## src/rtl/irq_ctx_ack.sv

```systemverilog
module irq_ctx_ack #(
  parameter int NPRIO = 8,
  parameter int AW    = 12
) (
  input  logic                       clk,
  input  logic                       rst_n,
  input  logic                       src_valid,
  input  logic [$clog2(NPRIO)-1:0]   src_prio,
  input  logic [1:0]                 src_kind,
  input  logic                       req,
  input  logic                       we,
  input  logic [AW-1:0]              addr,
  input  logic [7:0]                 wdata,
  output logic [15:0]                rdata
);
  localparam int PW = $clog2(NPRIO);
  localparam logic [AW-1:0] OFF_STAT = AW'(12'h000);
  localparam logic [AW-1:0] OFF_CPPR = AW'(12'h001);
  localparam logic [AW-1:0] OFF_PEND = AW'(12'h002);
  localparam logic [AW-1:0] OFF_TOP  = AW'(12'h007);
  localparam logic [AW-1:0] OFF_ACK  = AW'(12'h800);

  logic [NPRIO-1:0] ipb;
  logic [7:0]       cppr;
  logic [1:0]       kind_q [NPRIO];
  logic [PW-1:0]    top;

  always_comb begin
    top = '0;
    for (int i = NPRIO - 1; i >= 0; i--)
      if (ipb[i]) top = PW'(i);
  end

  wire       any      = |ipb;
  wire [7:0] pipr     = any ? 8'(top) : 8'hFF;
  wire       notify   = any && (pipr < cppr);
  wire [1:0] top_kind = kind_q[top];
  wire       rd       = req && !we;
  wire       take     = rd && (addr == OFF_ACK) && notify;
  wire       arrive   = src_valid && (src_kind != 2'd0);
  wire [7:0] stat     = notify ? {top_kind, 6'b0} : 8'h00;

  wire [NPRIO-1:0] clr = take   ? (NPRIO'(1) << top)      : '0;
  wire [NPRIO-1:0] set = arrive ? (NPRIO'(1) << src_prio) : '0;

  always_comb begin
    rdata = 16'h0000;
    if (rd) begin
      case (addr)
        OFF_STAT: rdata = {8'h00, stat};
        OFF_CPPR: rdata = {8'h00, cppr};
        OFF_PEND: rdata = {8'h00, 8'(ipb)};
        OFF_TOP:  rdata = {8'h00, pipr};
        OFF_ACK:  rdata = notify ? {top_kind, 6'b0, pipr} : 16'h00FF;
        default:  rdata = 16'h0000;
      endcase
    end
  end

  always_ff @(posedge clk) begin
    if (!rst_n) begin
      ipb  <= '0;
      cppr <= 8'h00;
      for (int i = 0; i < NPRIO; i++) kind_q[i] <= 2'd0;
    end else begin
      ipb <= (ipb & ~clr) | set;
      if (arrive) kind_q[src_prio] <= src_kind;
      if (req && we && addr == OFF_CPPR) cppr <= wdata;
    end
  end
endmodule

```

## config.mk

```make
export PLATFORM = sky130hd
export DESIGN_NAME = irq_ctx_ack
export DESIGN_NICKNAME = d
export VERILOG_FILES = /design/src/rtl/irq_ctx_ack.sv
export SDC_FILE = /design/constraint.sdc
export NUM_CORES = 1
export LEC_CHECK = 0
export BUFFER_PORTS_ARGS = -buffer_cell sky130_fd_sc_hd__clkbuf_2
export CAP_MARGIN = 10
export CORE_MARGIN = 2
export CORE_UTILIZATION = 52
export CTS_BUF_LIST = sky130_fd_sc_hd__clkbuf_4
export DETAILED_ROUTE_END_ITERATION = 10
export HOLD_SLACK_MARGIN = 0.15
export PLACE_DENSITY = 0.79
export SLEW_MARGIN = 10
export SYNTH_ARGS = -nofsm -noshare
export SYNTH_HDL_FRONTEND = slang
export SYNTH_SLANG_ARGS = --single-unit
```

## constraint.sdc

```tcl
create_clock -name clk -period 3.15 [get_ports clk]
set_input_delay 0.315 -clock clk [delete_from_list [all_inputs] [get_ports clk]]
set_output_delay 0.315 -clock clk [all_outputs]
set_load 0.03 [all_outputs]
```

==> impl_metrics.tcl, run 1 <==
set metrics [dict create \
    layout_setup_ws_ns -0.0593 \
    max-slew-margin-rel_pct 62.6 \
    nets 351 \
    fillers 367 \
    post_dp_cell_area_um2 2550 \
    ir_drop_uv 263 \
    finClkSkew_ns 0.0183 \
    p_leak_nw 1.05 \
    path_clk_slew_ns 0.10 \
    critPathLaunchType "flip-flop" \
    cts_buffers 5 \
    crit_arrival_ns 2.89 \
    io_pins 46 \
    route.antenna.remaining_nets 0 \
    final_core_util_pct 64.7 \
    grt_max_degree 27 \
    clk_path_buf_depth 2 \
    status "complete, but fails checks" \
    synthFlopType "edfxtp_1" \
    synth_edf_count 16 \
    wirelength_mm 5.95 \
    rsz0062_at_grt "yes" \
    setup_viol 4 \
    first_pass_iters 4 \
    grt_antenna_before_repair 0 \
    portBuffers 39 \
    grt_pass1_vias 2014 \
    async_reset_ff_share_pct 0 \
    grt_usage_pct 22.7 \
    cp.required_ns 2.83 \
    netlist_area_um2 2310 \
    ys_ff_latch 32 \
    endpoint_kind "output pin" \
    start_util_pct 53.5 \
    insertedDiodeCount 0 \
    core_um2 4320 \
    worstMarginPinSlew_ns 0.554 \
    hold_class "input pin to flip-flop" \
    cts_sinks 32 \
    cts_hold_buf 0 \
    critPathMaxFanout 11 \
    place_congestion 0.925 \
    syn_area_per_cell_um2 9.01 \
    drt_iter0_drc 174 \
    p_total_mw 1.02 \
    drc 0 \
    finalHoldWorstSlack_ns 0.225 \
    insertion_delay_ns 0.35 \
    area.growth.synth_to_final_pct 20.8 \
    slew_violations 0 \
    post_drt_via_cell_ratio 6.01 \
    ys_seq_area_share_pct 34.6 \
    fin_crit_ns 3.21 \
    finalCritPeriodShare_pct 102 \
    netlist_instances 257 \
    yosysWarningCount 0 \
    violations "negative setup slack" \
    final.setup.tns_ns -0.140 \
    finalHoldViolations 0 \
    power_density_nw_per_um2 366 \
    dieArea_um2 5000 \
    dieWidth_um 70.7 \
    post_drt_wl_per_cell_um 16.2 \
    via_count 2205 \
    cts-root-buf "clkbuf_4" \
    final_area_um2 2800 \
    die_y_um 70.7 \
    path_class "flip-flop to output pin" \
    fmax_mhz 312 \
    overflow 0 \
    cts_htree_levels 2 \
    drive_gt1_share_pct 30.5 \
    hpwl_mm 4.25 \
    core.rowCount 24 \
    cts_tree "done" \
    grt_pass1_wl_mm 9.11 \
    max_cap_violations 0 \
    synth_cell_type_count 55 \
]
## final timing paths
kind | from | endpoint | slack [ns] | cells after the start
setup reg to reg | ipb[5] | ipb[2] | 0.68 | 10
hold / removal | wdata[6] | cppr[6] | 0.23 | 3
setup / recovery | ipb[4] | rdata[3] | -0.06 | 12
hold reg to reg | cppr[6] | cppr[6] | 0.55 | 2
## routing by layer
layer  global-route usage [%]  wire (um)  vias up
met2                     37.0       2800      125
li1                         -          -     1049
met5                        0          0        -
met1                     29.4       2470     1000
met3                     3.99        460       31
met4                     10.9        225        0
## synth_stat cells, types with 3 or more instances
cell / n / share of area, %
a21oi_1: 18 / 3.9
a22oi_1: 8 / 2.6
a31oi_1: 6 / 1.6
and2_1: 16 / 4.3
and3_1: 3 / 0.81
buf_4: 8 / 2.6
buf_6: 3 / 1.5
dfxtp_1: 16 / 14
edfxtp_1: 16 / 21
ha_1: 7 / 3.8
inv_1: 13 / 2.1
mux2i_1: 13 / 5.6
nand2_1: 14 / 2.3
nand2b_1: 7 / 1.9
nand3_1: 6 / 1.3
nor2_1: 15 / 2.4
nor2b_1: 15 / 4.1
nor3_1: 13 / 2.8
nor4_1: 4 / 1.1
o21a_1: 4 / 1.3
o21ai_0: 7 / 1.5
## final cells by class
| cell class | count | area, um^2 | share of cell area [%] |
|---|---|---|---|
| Multi-Input combinational cell | 202 | 1420 | 50.9 |
| Sequential cell | 32 | 806 | 28.8 |
| Timing Repair Buffer | 60 | 377 | 13.5 |
| Tap cell | 52 | 65.1 | 2.33 |
| Inverter | 13 | 51.3 | 1.83 |
| Clock buffer | 5 | 37.5 | 1.34 |
| Clock inverter | 3 | 37.5 | 1.34 |
## stage by stage
step / cells / worst slack (ns)
global placement: 348 / 0.281
finish: 367 / -0.0593
CTS: 366 / 0.00352
floorplan: 262 / -0.0311
global route: 367 / -0.155
detailed placement: 348 / 0.195
## kinds of logic after synthesis
logic type      share of synthesized area [%]
flops                                    34.6
fa+ha+maj                                4.22
other cells                             0.162
buf+inv                                  7.68
mux                                      5.62
compound gates                           20.1
simple gates                             27.7
## placed cells by master, fill, tap and decap left out, types with 2 or more instances in the layout
cell	netlist	final
clkinv_1	0	2
nor2b_1	15	14
nand2_1	14	13
o21ai_0	7	7
nor2b_2	1	2
nor2_1	15	15
nor3_1	13	12
o21bai_1	2	2
nand3_1	6	6
a22oi_1	8	8
clkbuf_2	0	29
mux2i_1	13	13
o21ai_2	2	2
buf_2	0	3
nand2b_1	7	7
edfxtp_1	16	16
nand4_1	2	2
dfxtp_2	0	4
o21ai_1	2	2
a21oi_1	18	18
inv_1	13	12
clkbuf_4	0	8
a31oi_1	6	5
nor4_4	2	3
dfxtp_1	16	12
ha_1	7	4
or2_2	2	2
ha_2	0	2
nand3b_1	2	2
buf_4	8	24
o31a_1	2	2
a221oi_2	2	2
nor4_1	4	3
and3_1	3	2
and2_1	16	16
o21a_1	4	4
conb_1	1	6
## timing repair
item                       in CTS  in global routing
setup buffers                  10                  1
resized for setup              10                 22
pin swaps                       7                  6
setup endpoints to repair       4                 10
## where the power goes
| group | switching (mW) | leakage [nW] | internal [mW] |
|---|---|---|---|
| logic | 0.144 | 0.722 | 0.118 |
| registers | 0.00905 | 0.284 | 0.453 |
| clock network | 0.139 | 0.0403 | 0.162 |
| total | 0.292 | 1.05 | 0.732 |
## critical path, cell delays in order, from the launching register on
cell,delay [ns]
dfxtp_1,0.35
buf_4,0.19
o21a_1,0.21
nor3_2,0.15
ha_2,0.26
nor3_1,0.07
o21bai_1,0.21
inv_1,0.10
o21ai_2,0.22
buf_4,0.16
nand3_1,0.17
a21oi_1,0.22
buf_2,0.23
## state kept, by name, indices dropped and copies added (netlist names)
signal,flops
ipb,8
cppr,8
kind_q,16
Note: power is estimated with default switching activity, not from simulation.
==> inputs of run 2 (changes only) <==
Settings changed: SETUP_SLACK_MARGIN set to 0.05, SLEW_MARGIN 10 to unset.
==> run 2 against run 1 <==
Net effect:
- the run now ends clean
- count of clock-buffer cells in the layout unchanged
- die area unchanged
- sequential power is essentially flat
- sequential cell count unchanged
- cell count grew 1.4%
- clock skew fell by 0.0094 ns
- critical path type unchanged
- critical endpoint is now rdata[14]
- largest cell class unchanged
- highest routed layer unchanged
==> impl_metrics.tcl, run 2 (synthesis results as in run 1) <==
set metrics [dict create \
    status "completed" \
    path_clk_slew_ns 0.11 \
    internal-power_mw 0.664 \
    regMostFlops "kind_q" \
    finClkSkew_ns 0.00897 \
    drc 0 \
    biggestRegsByFlops "kind_q: 16 flops, cppr: 8 flops, ipb: 8 flops" \
    route.antenna.remaining_nets 0 \
    final_area_um2 2860 \
    multiInputGateArea_um2 1460 \
    nets 356 \
    grt_pass1_wl_mm 10.0 \
    max_cap_violations 0 \
    pre_cts_ws_ns 0.228 \
    critPathLaunchType "flip-flop" \
    via_count 2270 \
    slew_violations 0 \
    path_class "flip-flop to output pin" \
    mostFrequentLayoutCells "30 x buf_4, 29 x clkbuf_2, 18 x a21oi_1" \
    worstMarginPinSlew_ns 0.550 \
    crit_arrival_ns 2.82 \
    seqPwrFrac_pct 46.9 \
    register_area_um2 807 \
    place_congestion 0.899 \
    cts-root-buf "clkbuf_4" \
    finalHoldWorstSlack_ns 0.227 \
    first_pass_iters 5 \
    critPathMaxFanout 5 \
    combPwrFrac_pct 28.6 \
    insertion_delay_ns 0.34 \
    pwr-share-clk_pct 24.6 \
    post_drt_wl_per_cell_um 16.4 \
    core.rowCount 24 \
    sw_frac_of_total_pct 32.4 \
    hold_class "input pin to flip-flop" \
    cp.required_ns 2.83 \
    post_dp_cell_area_um2 2570 \
    drive_gt1_share_pct 32.2 \
    grt_antenna_before_repair 0 \
    clk_path_buf_depth 2 \
    final_core_util_pct 66.1 \
    grt_usage_pct 25.2 \
    cts_buffers 5 \
    layout_setup_ws_ns 0.0131 \
    layout_commonest_cell "buf_4" \
    grt_pass1_vias 2188 \
    dieWidth_um 70.7 \
    max-slew-margin-rel_pct 63.1 \
    p_switching_mw 0.318 \
    cts_hold_buf 0 \
    start_util_pct 53.5 \
    grt_max_degree 27 \
    cts_sinks 32 \
    dieArea_um2 5000 \
    finalCritPeriodShare_pct 99.6 \
    setup_viol 0 \
    area.growth.synth_to_final_pct 23.6 \
    fmax_mhz 319 \
    drt_iter0_drc 194 \
    portBuffers 39 \
    post_drt_via_cell_ratio 6.10 \
    fillers 354 \
    cts_tree "done" \
    die_y_um 70.7 \
    wirelength_mm 6.11 \
    p_leak_nw 1.07 \
    fin_crit_ns 3.14 \
    hpwl_mm 4.21 \
    endpoint_kind "output pin" \
    rsz0062_at_grt "yes" \
    io_pins 46 \
    finalHoldViolations 0 \
    power_density_nw_per_um2 343 \
    cts_htree_levels 2 \
    core_um2 4320 \
    overflow 0 \
    ir_drop_uv 277 \
    insertedDiodeCount 0 \
    largest_reg_flops 16 \
]
-- run 2: cell types whose count changed in the layout (fill, tap and decap cells not counted), sizes merged --
cell	previous run	this run
bufinv	1	0
inv	13	14
clkinv	2	1
clkbuf	38	35
clkinvlp	0	1
buf	27	35
-- run 2: final cells by class --
class / count / area share (%)
clock buffer: 5 / 1.31
timing repair buffer: 65 / 14.7
inverter: 13 / 1.79
sequential: 32 / 28.2
tap: 52 / 2.27
clock inverter: 3 / 0.787
multi-input combinational: 202 / 50.9
-- run 2: power by group through the flow --
stage	sequential (mW)	clock [mW]	combinational, mW
finish	0.460	0.241	0.281
global route	0.462	0.268	0.301
CTS	0.460	0.246	0.246
detailed placement	0.469	0	0.206
global placement	0.468	0	0.202
floorplan	0.468	0	0.153
-- run 2: critical path: stages (launching register included) --
cell and delay (ns):
dfxtp_2 0.35, nor4_4 0.30, nand2_2 0.12, inv_4 0.11
ha_1 0.27, a2111oi_4 0.30, a31o_1 0.26, o21ai_4 0.10
nor4_4 0.32, and3_4 0.22, buf_6 0.12
-- run 2: layer usage --
metal | routed length, um | global-route usage (%) | vias to the layer above
li1 | - | - | 1061
met1 | 2390 | 31.8 | 1032
met2 | 2890 | 40.0 | 139
met3 | 588 | 6.70 | 38
met4 | 240 | 12.4 | 0
met5 | 0 | 0 | -
-- run 2: through the flow --
stage	power, mW	TNS [ns]	std cells
final	0.982	0	372
after global routing	1.03	-0.747	372
after CTS	0.951	0	368
after detailed placement	0.676	0	349
after global placement	0.671	0	349
after floorplan	0.621	0	262
-- run 2: timing repair --
item | CTS | global route
buffers inserted | 11 | 4
pin swaps | 5 | 8
endpoints found under the setup margin | 7 | 10
gates resized for setup | 12 | 33
gates cloned | 0 | 0
-- run 2: worst paths after layout --
kind / from / end / slack, ns / cells after the start
max: ipb[2] / rdata[14] / 0.01 / 10
min: wdata[6] / cppr[6] / 0.23 / 3
max reg2reg: ipb[2] / ipb[2] / 0.43 / 11
min reg2reg: cppr[6] / cppr[6] / 0.56 / 2
